--- src/rtl/key_watchdog.sv ---
module key_watchdog #(
  parameter int ADDR_W     = 4,
  parameter int DIV_W      = 12,
  parameter int PULSE_CYC  = 4,
  parameter int HOLD_TICKS = 2
) (
  input  logic              clk,
  input  logic              rst_n,
  input  logic              bus_sel,
  input  logic              bus_we,
  input  logic [ADDR_W-1:0] bus_addr,
  input  logic [31:0]       bus_wdata,
  output logic [31:0]       bus_rdata,
  output logic              rst_req
);
  localparam int CNT_W = 16;
  localparam int PW    = $clog2(PULSE_CYC + 1);
  localparam int HW    = $clog2(HOLD_TICKS + 1);
  localparam logic [15:0] CNT_KEY = 16'h5A5A;
  localparam logic [23:0] CTL_KEY = 24'hA5A5A5;
  localparam logic [ADDR_W-1:0] OFS_CNT = ADDR_W'(0);
  localparam logic [ADDR_W-1:0] OFS_CTL = ADDR_W'(4);

  function automatic logic [DIV_W-1:0] div_limit(input logic [2:0] code);
    case (code)
      3'd0:    div_limit = DIV_W'(0);
      3'd1:    div_limit = DIV_W'(3);
      3'd2:    div_limit = DIV_W'(15);
      3'd3:    div_limit = DIV_W'(31);
      3'd4:    div_limit = DIV_W'(63);
      3'd5:    div_limit = DIV_W'(127);
      3'd6:    div_limit = DIV_W'(1023);
      default: div_limit = DIV_W'(4095);
    endcase
  endfunction

  logic [DIV_W-1:0] div_cnt;
  logic [CNT_W-1:0] cnt;
  logic             en, ovf, busy, stage_ctl;
  logic [2:0]       cks;
  logic [CNT_W-1:0] stage_val;
  logic [HW-1:0]    stage_n;
  logic [PW-1:0]    pulse;

  wire tick    = div_cnt >= div_limit(cks);
  wire wr      = bus_sel && bus_we && !busy;
  wire acc_cnt = wr && bus_addr == OFS_CNT && bus_wdata[31:16] == CNT_KEY;
  wire acc_ctl = wr && bus_addr == OFS_CTL && bus_wdata[31:8] == CTL_KEY;
  wire apply   = busy && tick && stage_n == HW'(HOLD_TICKS - 1);
  wire ld_cnt  = apply && !stage_ctl;
  wire ld_ctl  = apply && stage_ctl;
  wire wrap    = tick && en && cnt == '1 && !ld_cnt;

  assign rst_req = pulse != '0;

  always_comb begin
    case (bus_addr)
      OFS_CNT: bus_rdata = {16'h0, cnt};
      OFS_CTL: bus_rdata = {24'h0, en, 1'b0, busy, ovf, 1'b0, cks};
      default: bus_rdata = 32'h0;
    endcase
  end

  always_ff @(posedge clk or negedge rst_n)
    if (!rst_n) div_cnt <= '0;
    else        div_cnt <= tick ? '0 : div_cnt + 1'b1;

  always_ff @(posedge clk or negedge rst_n) begin
    if (!rst_n) begin
      busy      <= 1'b0;
      stage_ctl <= 1'b0;
      stage_val <= '0;
      stage_n   <= '0;
    end else if (acc_cnt || acc_ctl) begin
      busy      <= 1'b1;
      stage_ctl <= acc_ctl;
      stage_val <= bus_wdata[15:0];
      stage_n   <= '0;
    end else if (busy && tick) begin
      if (apply) busy <= 1'b0;
      else       stage_n <= stage_n + 1'b1;
    end
  end

  always_ff @(posedge clk or negedge rst_n)
    if (!rst_n)           cnt <= '0;
    else if (ld_cnt)      cnt <= stage_val;
    else if (tick && en)  cnt <= cnt + 1'b1;

  always_ff @(posedge clk or negedge rst_n) begin
    if (!rst_n) begin
      en  <= 1'b0;
      cks <= 3'd0;
      ovf <= 1'b0;
    end else begin
      if (ld_ctl) begin
        en  <= stage_val[7];
        cks <= stage_val[2:0];
        if (!stage_val[4]) ovf <= 1'b0;
      end
      if (wrap) ovf <= 1'b1;
    end
  end

  always_ff @(posedge clk or negedge rst_n)
    if (!rst_n)          pulse <= '0;
    else if (wrap)       pulse <= PW'(PULSE_CYC);
    else if (rst_req)    pulse <= pulse - 1'b1;
endmodule


--- config.mk ---
export PLATFORM = sky130hd
export DESIGN_NAME = key_watchdog
export DESIGN_NICKNAME = d
export VERILOG_FILES = /design/src/rtl/key_watchdog.sv
export SDC_FILE = /design/constraint.sdc
export NUM_CORES = 1
export LEC_CHECK = 0
export ABC_AREA = 1
export BUFFER_PORTS_ARGS = -buffer_cell sky130_fd_sc_hd__buf_2
export CAP_MARGIN = 20
export CORE_MARGIN = 3
export CORE_UTILIZATION = 51
export DETAILED_ROUTE_END_ITERATION = 8
export HOLD_SLACK_MARGIN = 0.03
export MAX_ROUTING_LAYER = met4
export PLACE_DENSITY = 0.76
export SLEW_MARGIN = 5
export SYNTH_ARGS = -nofsm -noshare
export SYNTH_HDL_FRONTEND = slang
export SYNTH_SLANG_ARGS = --single-unit
--- constraint.sdc ---
create_clock -name clk -period 1.96 [get_ports clk]
set_clock_uncertainty 0.05 [all_clocks]
set_input_delay 0.196 -clock clk [delete_from_list [all_inputs] [get_ports clk]]
set_output_delay 0.196 -clock clk [all_outputs]
set_load 0.02 [all_outputs]
==> metrics, run 1 <==
layout cell share with drive strength beyond 1=23.9%; Req. time, crit path=2.12 ns; number of synthesized flops with an enable pin=0; Peak Freq=0.433 GHz; Reg2Reg Capture Point=ovf; antenna-violating nets left=0; initial antenna violation count=0; CP startpoint kind=flip-flop; drt via density=5.05; mux share of post-synthesis cell area=0%; routability cong.=0.890; flop and latch count out of synthesis=56; Lkg Pwr=2.21 nW; ant diodes=0; CTS Root Cell=clkbuf_8; WS Path Type=reg2reg; first-pass GRT wire length=14,900 um; gr usage total=21.7%; hold slack=0.0327 ns; Via Count=3,440; worst skew pair latency=0.31 ns; die height=91.9 um; VDD IR-drop max=0.000432 V; DP HPWL=6450 um; Tot Pwr=0.00250 W; Slew Limit Fails=0; footprint of the multi-input gates=0.00200 sq mm; setup ws final=-0.347 ns; core area=0.00698 sq mm; number of global-route vias before repair=3,344; RR Startpoint=cks[1]; 1st-iter DRT viols=200; Mean Syn Cell Area=7.51 sq um; WL per Instance=12.4 um; CP Cell Sequence=nor3_4 -> inv_1 -> ha_1 -> inv_1 -> nand2_1 -> nand2_1 -> nand2_1 -> nand2_1 -> nand2_1 -> nand2_1 -> nand2_2 -> nand2_4 -> nand2_8 -> nand4_1 -> o21bai_1 -> nand2_1; largest net degree at the start of global routing=57; combinational family with the most area after synthesis=simple AND/OR/NAND/NOR gates; Final TNS setup=-9.38 ns; P&R area growth vs syn=20.4%; final WL=8440 um; Syn Inst Count=501; Simple-Gate Fraction of Synth Area=33.5%; Post-Layout Cell Count=681; CP endpoint=ovf; I/O pin cnt=73; RSZ-0062 raised after global routing=yes; crit-path max FO=7; Die W=91.9 um; Core Util, Final=64.9%; post-synthesis adder-cell area fraction=4.66%; max-cap violations=0; Inst Count DP=665; Num Clock Sinks=56; Synth Area in Compound Gates=6.69%; # DRC=0; grt ovf=0; Pwr per Cell Area=553 mW/mm^2; die area=0.00844 sq mm; register clock-pin slew on the reported worst setup and hold paths=0.11 ns; initial core utilization=53.9%; worst min-delay path class=in2reg; Worst EP arrival=2.47 ns; asr flop ratio synth=100%; ys flop type=dfrtp_1; CP endpoint kind=flip-flop; Finish-stage setup viols=39; Final nets=638; worst reg2reg path depth=16; sequential area share after synthesis=37.3%; H-tree depth=2; clk buf depth=2; Post-Synth XOR/XNOR Area=4.19%; CTS tree=built; Synth cell types=35; r2r setup slk=-0.35 ns; crit share post-route=118%; Hold Fails Final Rpt=0; total CTS buffers=5; DRT Pass-1 Iters=4; status=finished, violations left; top cell type by total area after synthesis=dfrtp_1; synthesized area=0.00376 sq mm; most frequent CP cell=nand2_1; failing checks=setup timing; Core Rows=30; commonest non-fill, non-tap cell in the layout=nand2_1; I/O Buffers=56; Synth top area share=37.3%; Sequential Area=0.00140 sq mm; Tmin final=2.31 ns; Filler cells=608; Ys Warns=0; crit path from=cks[1]; CP max stage delay=0.47 ns; most frequent cells in the layout=nand2_1 (98), inv_1 (68), buf_2 (56), nor2_1 (54), dfrtp_1 (54); Synth area leaders=dfrtp_1 (37%), nand2_1 (10%), inv_1 (6.8%), nand3_1 (6.4%), nor2_1 (5.8%); slowest stage cell, crit path=dfrtp_2
[sequential cells by signal, summed over array words and instances, names as in the netlist]
| register | count |
|---|---|
| cnt | 16 |
| stage_val | 16 |
| ovf | 1 |
| cks | 3 |
| div_cnt | 12 |
| stage_ctl | 1 |
| stage_n | 2 |
| pulse | 3 |
| en | 1 |
| busy | 1 |
[stage by stage]
step	setup slack (ns)	area [sq um]
detailed placement	-0.341	4290
global placement	-0.261	4290
floorplan	-0.155	3850
CTS	-0.359	4470
global route	-0.483	4530
finish	-0.347	4530
[cells by family after synthesis]
| kind of cell | count (synthesis) |
|---|---|
| DFF | 56 |
| buffers and inverters | 104 |
| adders and majority gates | 14 |
| other | 1 |
| and+or+nand+nor | 267 |
| xor gates and xnor gates | 18 |
| AOI/OAI and AO/OA | 41 |
[cells in the mapped netlist, types with 4 or more instances]
cell,instances
nand2_1,102
o21ai_0,17
ha_1,14
clkbuf_1,5
nand3_2,4
nor2_2,4
nor3_1,9
inv_1,68
nand2_2,4
o22ai_1,5
buf_6,7
nand3_1,48
nand4_1,25
nor2_1,58
xor2_1,15
buf_4,18
dfrtp_1,56
a21oi_1,9
[power breakdown]
group,leakage (nW),switching (W),total (W),internal [W]
Clock,0.0491,0.000404,0.000668,0.000264
Combinational,1.40,0.000389,0.000616,0.000228
Sequential,0.756,0.0000285,0.00122,0.00119
[worst min-delay path by stage]
| stage | startpoint | end | depth (start not counted) |
|---|---|---|---|
| after detailed placement | rst_n | div_cnt[3] | 2 |
| after global placement | rst_n | div_cnt[2] | 2 |
| final | bus_wdata[7] | stage_val[7] | 3 |
| after global routing | bus_wdata[3] | stage_val[3] | 3 |
| after floorplan | rst_n | busy | 0 |
| after CTS | bus_wdata[0] | stage_val[0] | 3 |
[routing by layer]
metal	vias to the layer above	routed length [um]	part of all wire [%]	GRT usage, %
met5	-	0	0	-
met4	0	136	1.6	5.69
met3	10	570	6.8	3.77
met2	114	3870	46	33.6
met1	1566	3870	46	29.7
li1	1750	-	-	-
[area by class of cell]
| class | count | area share, % |
|---|---|---|
| clock buffer | 5 | 1.52 |
| clock inverter | 3 | 0.580 |
| inverter | 72 | 5.97 |
| multi-input combinational | 356 | 44.1 |
| sequential | 56 | 31.0 |
| tap | 96 | 2.65 |
| timing repair buffer | 93 | 14.2 |
[worst max-delay path: cells and delay by family (launching register included)]
family	cells	cell delay, ns
buffers and inverters	2	0.10
and+or+nand+nor	12	1.07
DFF	1	0.47
AOI/OAI and AO/OA	1	0.25
adders and majority gates	1	0.27
[what timing repair did]
action / in CTS / in global routing
buffers inserted: 1 / 0
hold endpoints to repair: 61 / 1
pin swaps: 1 / 6
gates resized for setup: 6 / 12
hold buffers: 6 / 1
endpoints found under the setup margin: 39 / 39
No activity file was read; power rests on OpenSTA's default activity.
==> run 2, diff against run 1 <==
--- a/config.mk
+++ b/config.mk
@@ -9,12 +9,12 @@
 export BUFFER_PORTS_ARGS = -buffer_cell sky130_fd_sc_hd__buf_2
 export CAP_MARGIN = 20
 export CORE_MARGIN = 3
-export CORE_UTILIZATION = 51
+export CORE_UTILIZATION = 25
 export DETAILED_ROUTE_END_ITERATION = 8
 export HOLD_SLACK_MARGIN = 0.03
 export MAX_ROUTING_LAYER = met4
-export PLACE_DENSITY = 0.76
-export SLEW_MARGIN = 5
+export PLACE_DENSITY = 0.43
+export SLEW_MARGIN = 40
 export SYNTH_ARGS = -nofsm -noshare
 export SYNTH_HDL_FRONTEND = slang
 export SYNTH_SLANG_ARGS = --single-unit
==> run 2 against run 1 <==
Largest cell class unchanged. Flip-flop and latch count did not move. Core utilization fell by 33 points. Non-clock buffer count fell by 2. Worst setup slack improved by 0.088 ns. Fmax rose by 4.0%. Power rose by 11%. Sequential share of layout area fell by 0.71 points. Combinational power fell by 1%. The flow still finishes with violations (setup timing).
==> metrics, run 2 (synthesized netlist as in run 1, its figures left out) <==
status=finished, violations left; failing checks=setup timing; Hold Fails Final Rpt=0; drt via density=4.38; grt ovf=0; I/O pin cnt=73; P&R area growth vs syn=23.3%; total CTS buffers=5; setup ws final=-0.259 ns; ant diodes=0; crit-path max FO=16; die height=129 um; Slew Limit Fails=0; Via Count=3,356; H-tree depth=2; CTS Root Cell=clkbuf_16; # DRC=0; Worst slew margin=63.8%; I/O Buffers=56; core area=0.0146 sq mm; worst reg2reg path depth=18; commonest non-fill, non-tap cell in the layout=nand2_1; hold path startpoint=bus_wdata[2]; CP endpoint kind=flip-flop; Req. time, crit path=2.11 ns; hold slack=0.0340 ns; CTS tree=built; 1st-iter DRT viols=166; crit share post-route=113%; Worst EP arrival=2.37 ns; gr usage total=12.4%; largest net degree at the start of global routing=25; worst min-delay path class=in2reg; VDD IR-drop max=0.000456 V; RSZ-0062 raised after global routing=yes; die area=0.0166 sq mm; Die W=129 um; Tmin final=2.22 ns; initial antenna violation count=0; Final nets=636; Pwr per Cell Area=600 mW/mm^2; crit path from=cks[2]; fin area=0.00464 sq mm; first-pass GRT wire length=16,200 um; layout cell share with drive strength beyond 1=23.5%; worst skew pair latency=0.31 ns; CP startpoint kind=flip-flop; final WL=9590 um; Filler cells=1,604; routability cong.=0.815; most frequent cells in the layout=nand2_1 (100), inv_1 (68), nor2_1 (58), buf_2 (56), dfrtp_1 (54); register clock-pin slew on the reported worst setup and hold paths=0.08 ns; number of global-route vias before repair=3,267; initial core utilization=25.7%; hold depth=3; Peak Freq=0.451 GHz; Lkg Pwr=2.23 nW; Num Clock Sinks=56; Finish-stage setup viols=38; DP HPWL=7540 um; Core Rows=44; transition time of the tightest slew-check pin=0.543 ns; WL per Instance=12.5 um; RR Startpoint=cks[2]; max-cap violations=0; clk buf depth=2; antenna-violating nets left=0; Largest regs=cnt (16), stage_val (16), div_cnt (12); Area after DPL=0.00439 sq mm; DRT Pass-1 Iters=4; WS Path Type=reg2reg
-- run 2: area by class of cell --
cell class / count / area [sq um] / area share (%)
Multi-Input combinational cell: 356 / 1960 / 42.3
Sequential cell: 56 / 1400 / 30.3
Timing Repair Buffer: 91 / 621 / 13.4
Inverter: 72 / 270 / 5.83
Tap cell: 184 / 230 / 4.97
Clock buffer: 5 / 125 / 2.70
Clock inverter: 3 / 26.3 / 0.567
-- run 2: worst paths after layout --
check | slack (ns) | endpoint
max | -0.26 | cnt[0]
min | 0.03 | stage_val[2]
max reg2reg | -0.26 | cnt[0]
min reg2reg | 0.43 | stage_val[5]
max in group asynchronous | 0.79 | cnt[10]
min in group asynchronous | 0.35 | cnt[11]
-- run 2: routing by layer --
metal	global-route usage, %	vias to the layer above	part of all wire (%)
met5	-	-	0
met1	16.6	1537	48
met2	19.8	67	47
met3	1.74	6	3.5
li1	-	1746	-
met4	2.96	0	1.2
-- run 2: stage by stage --
stage | setup slack, ns | TNS [ns] | util [%] | total power (W) | cells
after floorplan | -0.155 | -3.17 | - | 0.00161 | 516
after global placement | -0.348 | -7.82 | 30.0 | 0.00177 | 753
after detailed placement | -0.361 | -8.70 | 30.0 | 0.00178 | 753
after CTS | -0.298 | -7.65 | 31.3 | 0.00279 | 765
after global routing | -0.474 | -14.33 | 31.7 | 0.00294 | 767
final | -0.259 | -6.43 | 31.7 | 0.00278 | 767
-- run 2: repair_timing --
action | CTS | global route
pin swaps | 7 | 3
gates cloned | 0 | 1
endpoints found under the setup margin | 39 | 39
resized for setup | 6 | 6
buffers inserted | 3 | 1
hold endpoints to repair | 19 | 0
hold buffers | 1 | 0
-- run 2: power breakdown --
part | total [W] | leakage, nW | internal (W) | switching, W
clock | 0.000955 | 0.0744 | 0.000485 | 0.000470
combinational | 0.000610 | 1.40 | 0.000224 | 0.000385
sequential | 0.00122 | 0.756 | 0.00119 | 0.0000264
-- run 2: worst max-delay path, cell delays in order (launching register included) --
cell and delay (ns):
dfrtp_2 0.44, nor3_4 0.20, inv_1 0.06, ha_1 0.27, inv_1 0.04, nand2_1 0.04, nand2_1 0.04, nand2_1 0.05
nand2_1 0.05, nand2_1 0.05, nand2_1 0.06, nand2_2 0.08, nand2_4 0.06, buf_4 0.14, a21oi_4 0.13, buf_12 0.15
nand4_1 0.09, nand2_1 0.08, inv_1 0.04
==> run 3, diff against run 2 <==
--- a/config.mk
+++ b/config.mk
@@ -12,7 +12,6 @@
 export CORE_UTILIZATION = 25
 export DETAILED_ROUTE_END_ITERATION = 8
 export HOLD_SLACK_MARGIN = 0.03
-export MAX_ROUTING_LAYER = met4
 export PLACE_DENSITY = 0.43
 export SLEW_MARGIN = 40
 export SYNTH_ARGS = -nofsm -noshare
==> run 3 against run 2 <==
Global-route usage decreased by 0.36 points. Core utilization did not move. Fmax is essentially flat. The flow still finishes with violations (setup timing). Largest cell class unchanged. Critical path type unchanged. Cell count unchanged. Sequential power hardly changed. Final area is the same. Critical endpoint unchanged. Clock power is essentially flat. Highest routed layer unchanged. First-iteration DRC count decreased by 1.2%.
==> metrics, run 3 (synthesized netlist as in run 1, its figures left out) <==
hold slack=0.0330 ns; CP endpoint kind=flip-flop; worst min-delay path class=in2reg; clk buf depth=2; Largest regs=cnt (16), stage_val (16), div_cnt (12); I/O pin cnt=73; Die W=129 um; setup ws final=-0.261 ns; M1 wire length=4700 um; gr usage total=12.0%; number of global-route vias before repair=3,260; ant diodes=0; Core Rows=44; Req. time, crit path=2.11 ns; DP HPWL=7540 um; most frequent cells in the layout=nand2_1 (100), inv_1 (68), nor2_1 (58), buf_2 (56), dfrtp_1 (54); Tot Pwr=0.00278 W; register clock-pin slew on the reported worst setup and hold paths=0.08 ns; failing checks=setup timing; crit share post-route=113%; Setup WS pre-CTS=-0.361 ns; P&R area growth vs syn=23.3%; DRT Pass-1 Iters=4; I/O Buffers=56; die area=0.0166 sq mm; Tmin final=2.22 ns; Hold Fails Final Rpt=0; wire length on met3=302 um; Num Clock Sinks=56; Lkg Pwr=2.23 nW; antenna-violating nets left=0; Worst slew margin=63.5%; Inst Count DP=753; WL per Instance=12.5 um; first-pass GRT wire length=16,300 um; initial core utilization=25.7%; final WL=9610 um; Via Count=3,347; routability cong.=0.804; CP Cell Sequence=nor3_4 -> inv_1 -> ha_1 -> inv_1 -> nand2_1 -> nand2_1 -> nand2_1 -> nand2_1 -> nand2_1 -> nand2_1 -> nand2_2 -> nand2_4 -> buf_4 -> a21oi_4 -> buf_12 -> nand4_1 -> nand2_1 -> inv_1; total CTS buffers=5; footprint of the multi-input gates=0.00196 sq mm; WS Path Type=reg2reg; Crit path max-delay family=simple AND/OR/NAND/NOR gates; CTS Root Cell=clkbuf_16; CP startpoint kind=flip-flop; Sequential Area=0.00140 sq mm; transition time of the tightest slew-check pin=0.548 ns; die height=129 um; Pwr per Cell Area=600 mW/mm^2; Filler cells=1,604; RSZ-0062 raised after global routing=yes; grt ovf=0; VDD IR-drop max=0.000460 V; Finish-stage setup viols=38; 1st-iter DRT viols=164; slowest stage cell, crit path=dfrtp_2; drt via density=4.36; Buf/Inv on CP=5; layout cell share with drive strength beyond 1=23.5%; Routed met2 length=4490 um; core area=0.0146 sq mm; r2r setup slk=-0.26 ns; largest net degree at the start of global routing=25; commonest non-fill, non-tap cell in the layout=nand2_1; CTS tree=built; Worst EP arrival=2.37 ns; max-cap violations=0; Post-Layout Cell Count=767; crit-path max FO=16; top sig layer=met4; worst skew pair latency=0.31 ns; Final nets=636; Core Util, Final=31.7%; # DRC=0; H-tree depth=2; initial antenna violation count=0; CP max stage delay=0.44 ns; most frequent CP cell=nand2_1; status=finished, violations left; Peak Freq=0.450 GHz; Slew Limit Fails=0
run 3: cell counts in the layout (fill, tap and decap cells not counted):
Identical to the previous run, type by type.
run 3: stage by stage:
stage | TNS (ns) | cell area [sq um]
detailed placement | -8.70 | 4390
floorplan | -3.17 | 3850
finish | -6.42 | 4640
CTS | -7.65 | 4590
global route | -14.32 | 4640
global placement | -7.82 | 4390
run 3: final timing paths:
check / from / to / depth (start not counted)
max: cks[2] / cnt[0] / 18
min: bus_wdata[6] / stage_val[6] / 3
max reg2reg: cks[2] / cnt[0] / 18
min reg2reg: stage_val[5] / stage_val[5] / 2
max in group asynchronous: rst_n / cnt[10] / 3
min in group asynchronous: rst_n / cnt[11] / 2
run 3: layer usage:
metal | vias to the layer above | GRT usage, %
met1 | 1533 | 16.6
met3 | 6 | 1.78
met4 | 0 | 2.96
li1 | 1745 | -
met2 | 63 | 19.9
met5 | - | 0
run 3: area by class of cell:
type,instances,share of cell area [%]
clock buffers,5,2.70
flip-flops and latches,56,30.3
clock inverters,3,0.567
inverters,72,5.83
repair buffers,91,13.4
well taps,184,4.97
multi-input cells,356,42.3
run 3: worst reg2reg max path, delay by kind of cell (launching register included):
family | cells | cell delay (ns)
buffers and inverters | 5 | 0.43
AND/OR/NAND/NOR | 11 | 0.81
AO/OA/AOI/OAI | 1 | 0.13
adder cells (fa/ha/maj) | 1 | 0.27
flip-flops | 1 | 0.44
run 3: where the power goes:
| group | switching [W] | internal [W] | leakage (nW) |
|---|---|---|---|
| clock | 0.000473 | 0.000485 | 0.0744 |
| sequential | 0.0000264 | 0.00119 | 0.756 |
| combinational | 0.000384 | 0.000224 | 1.40 |
| total | 0.000883 | 0.00190 | 2.23 |
run 3: timing repair:
item / 4_1_cts / 5_1_grt
buffers inserted: 3 / 1
pin swaps: 7 / 3
hold buffers: 1 / 0
resized for setup: 6 / 6
hold endpoints to repair: 19 / 0
setup endpoints to repair: 39 / 39
gates cloned: 0 / 1
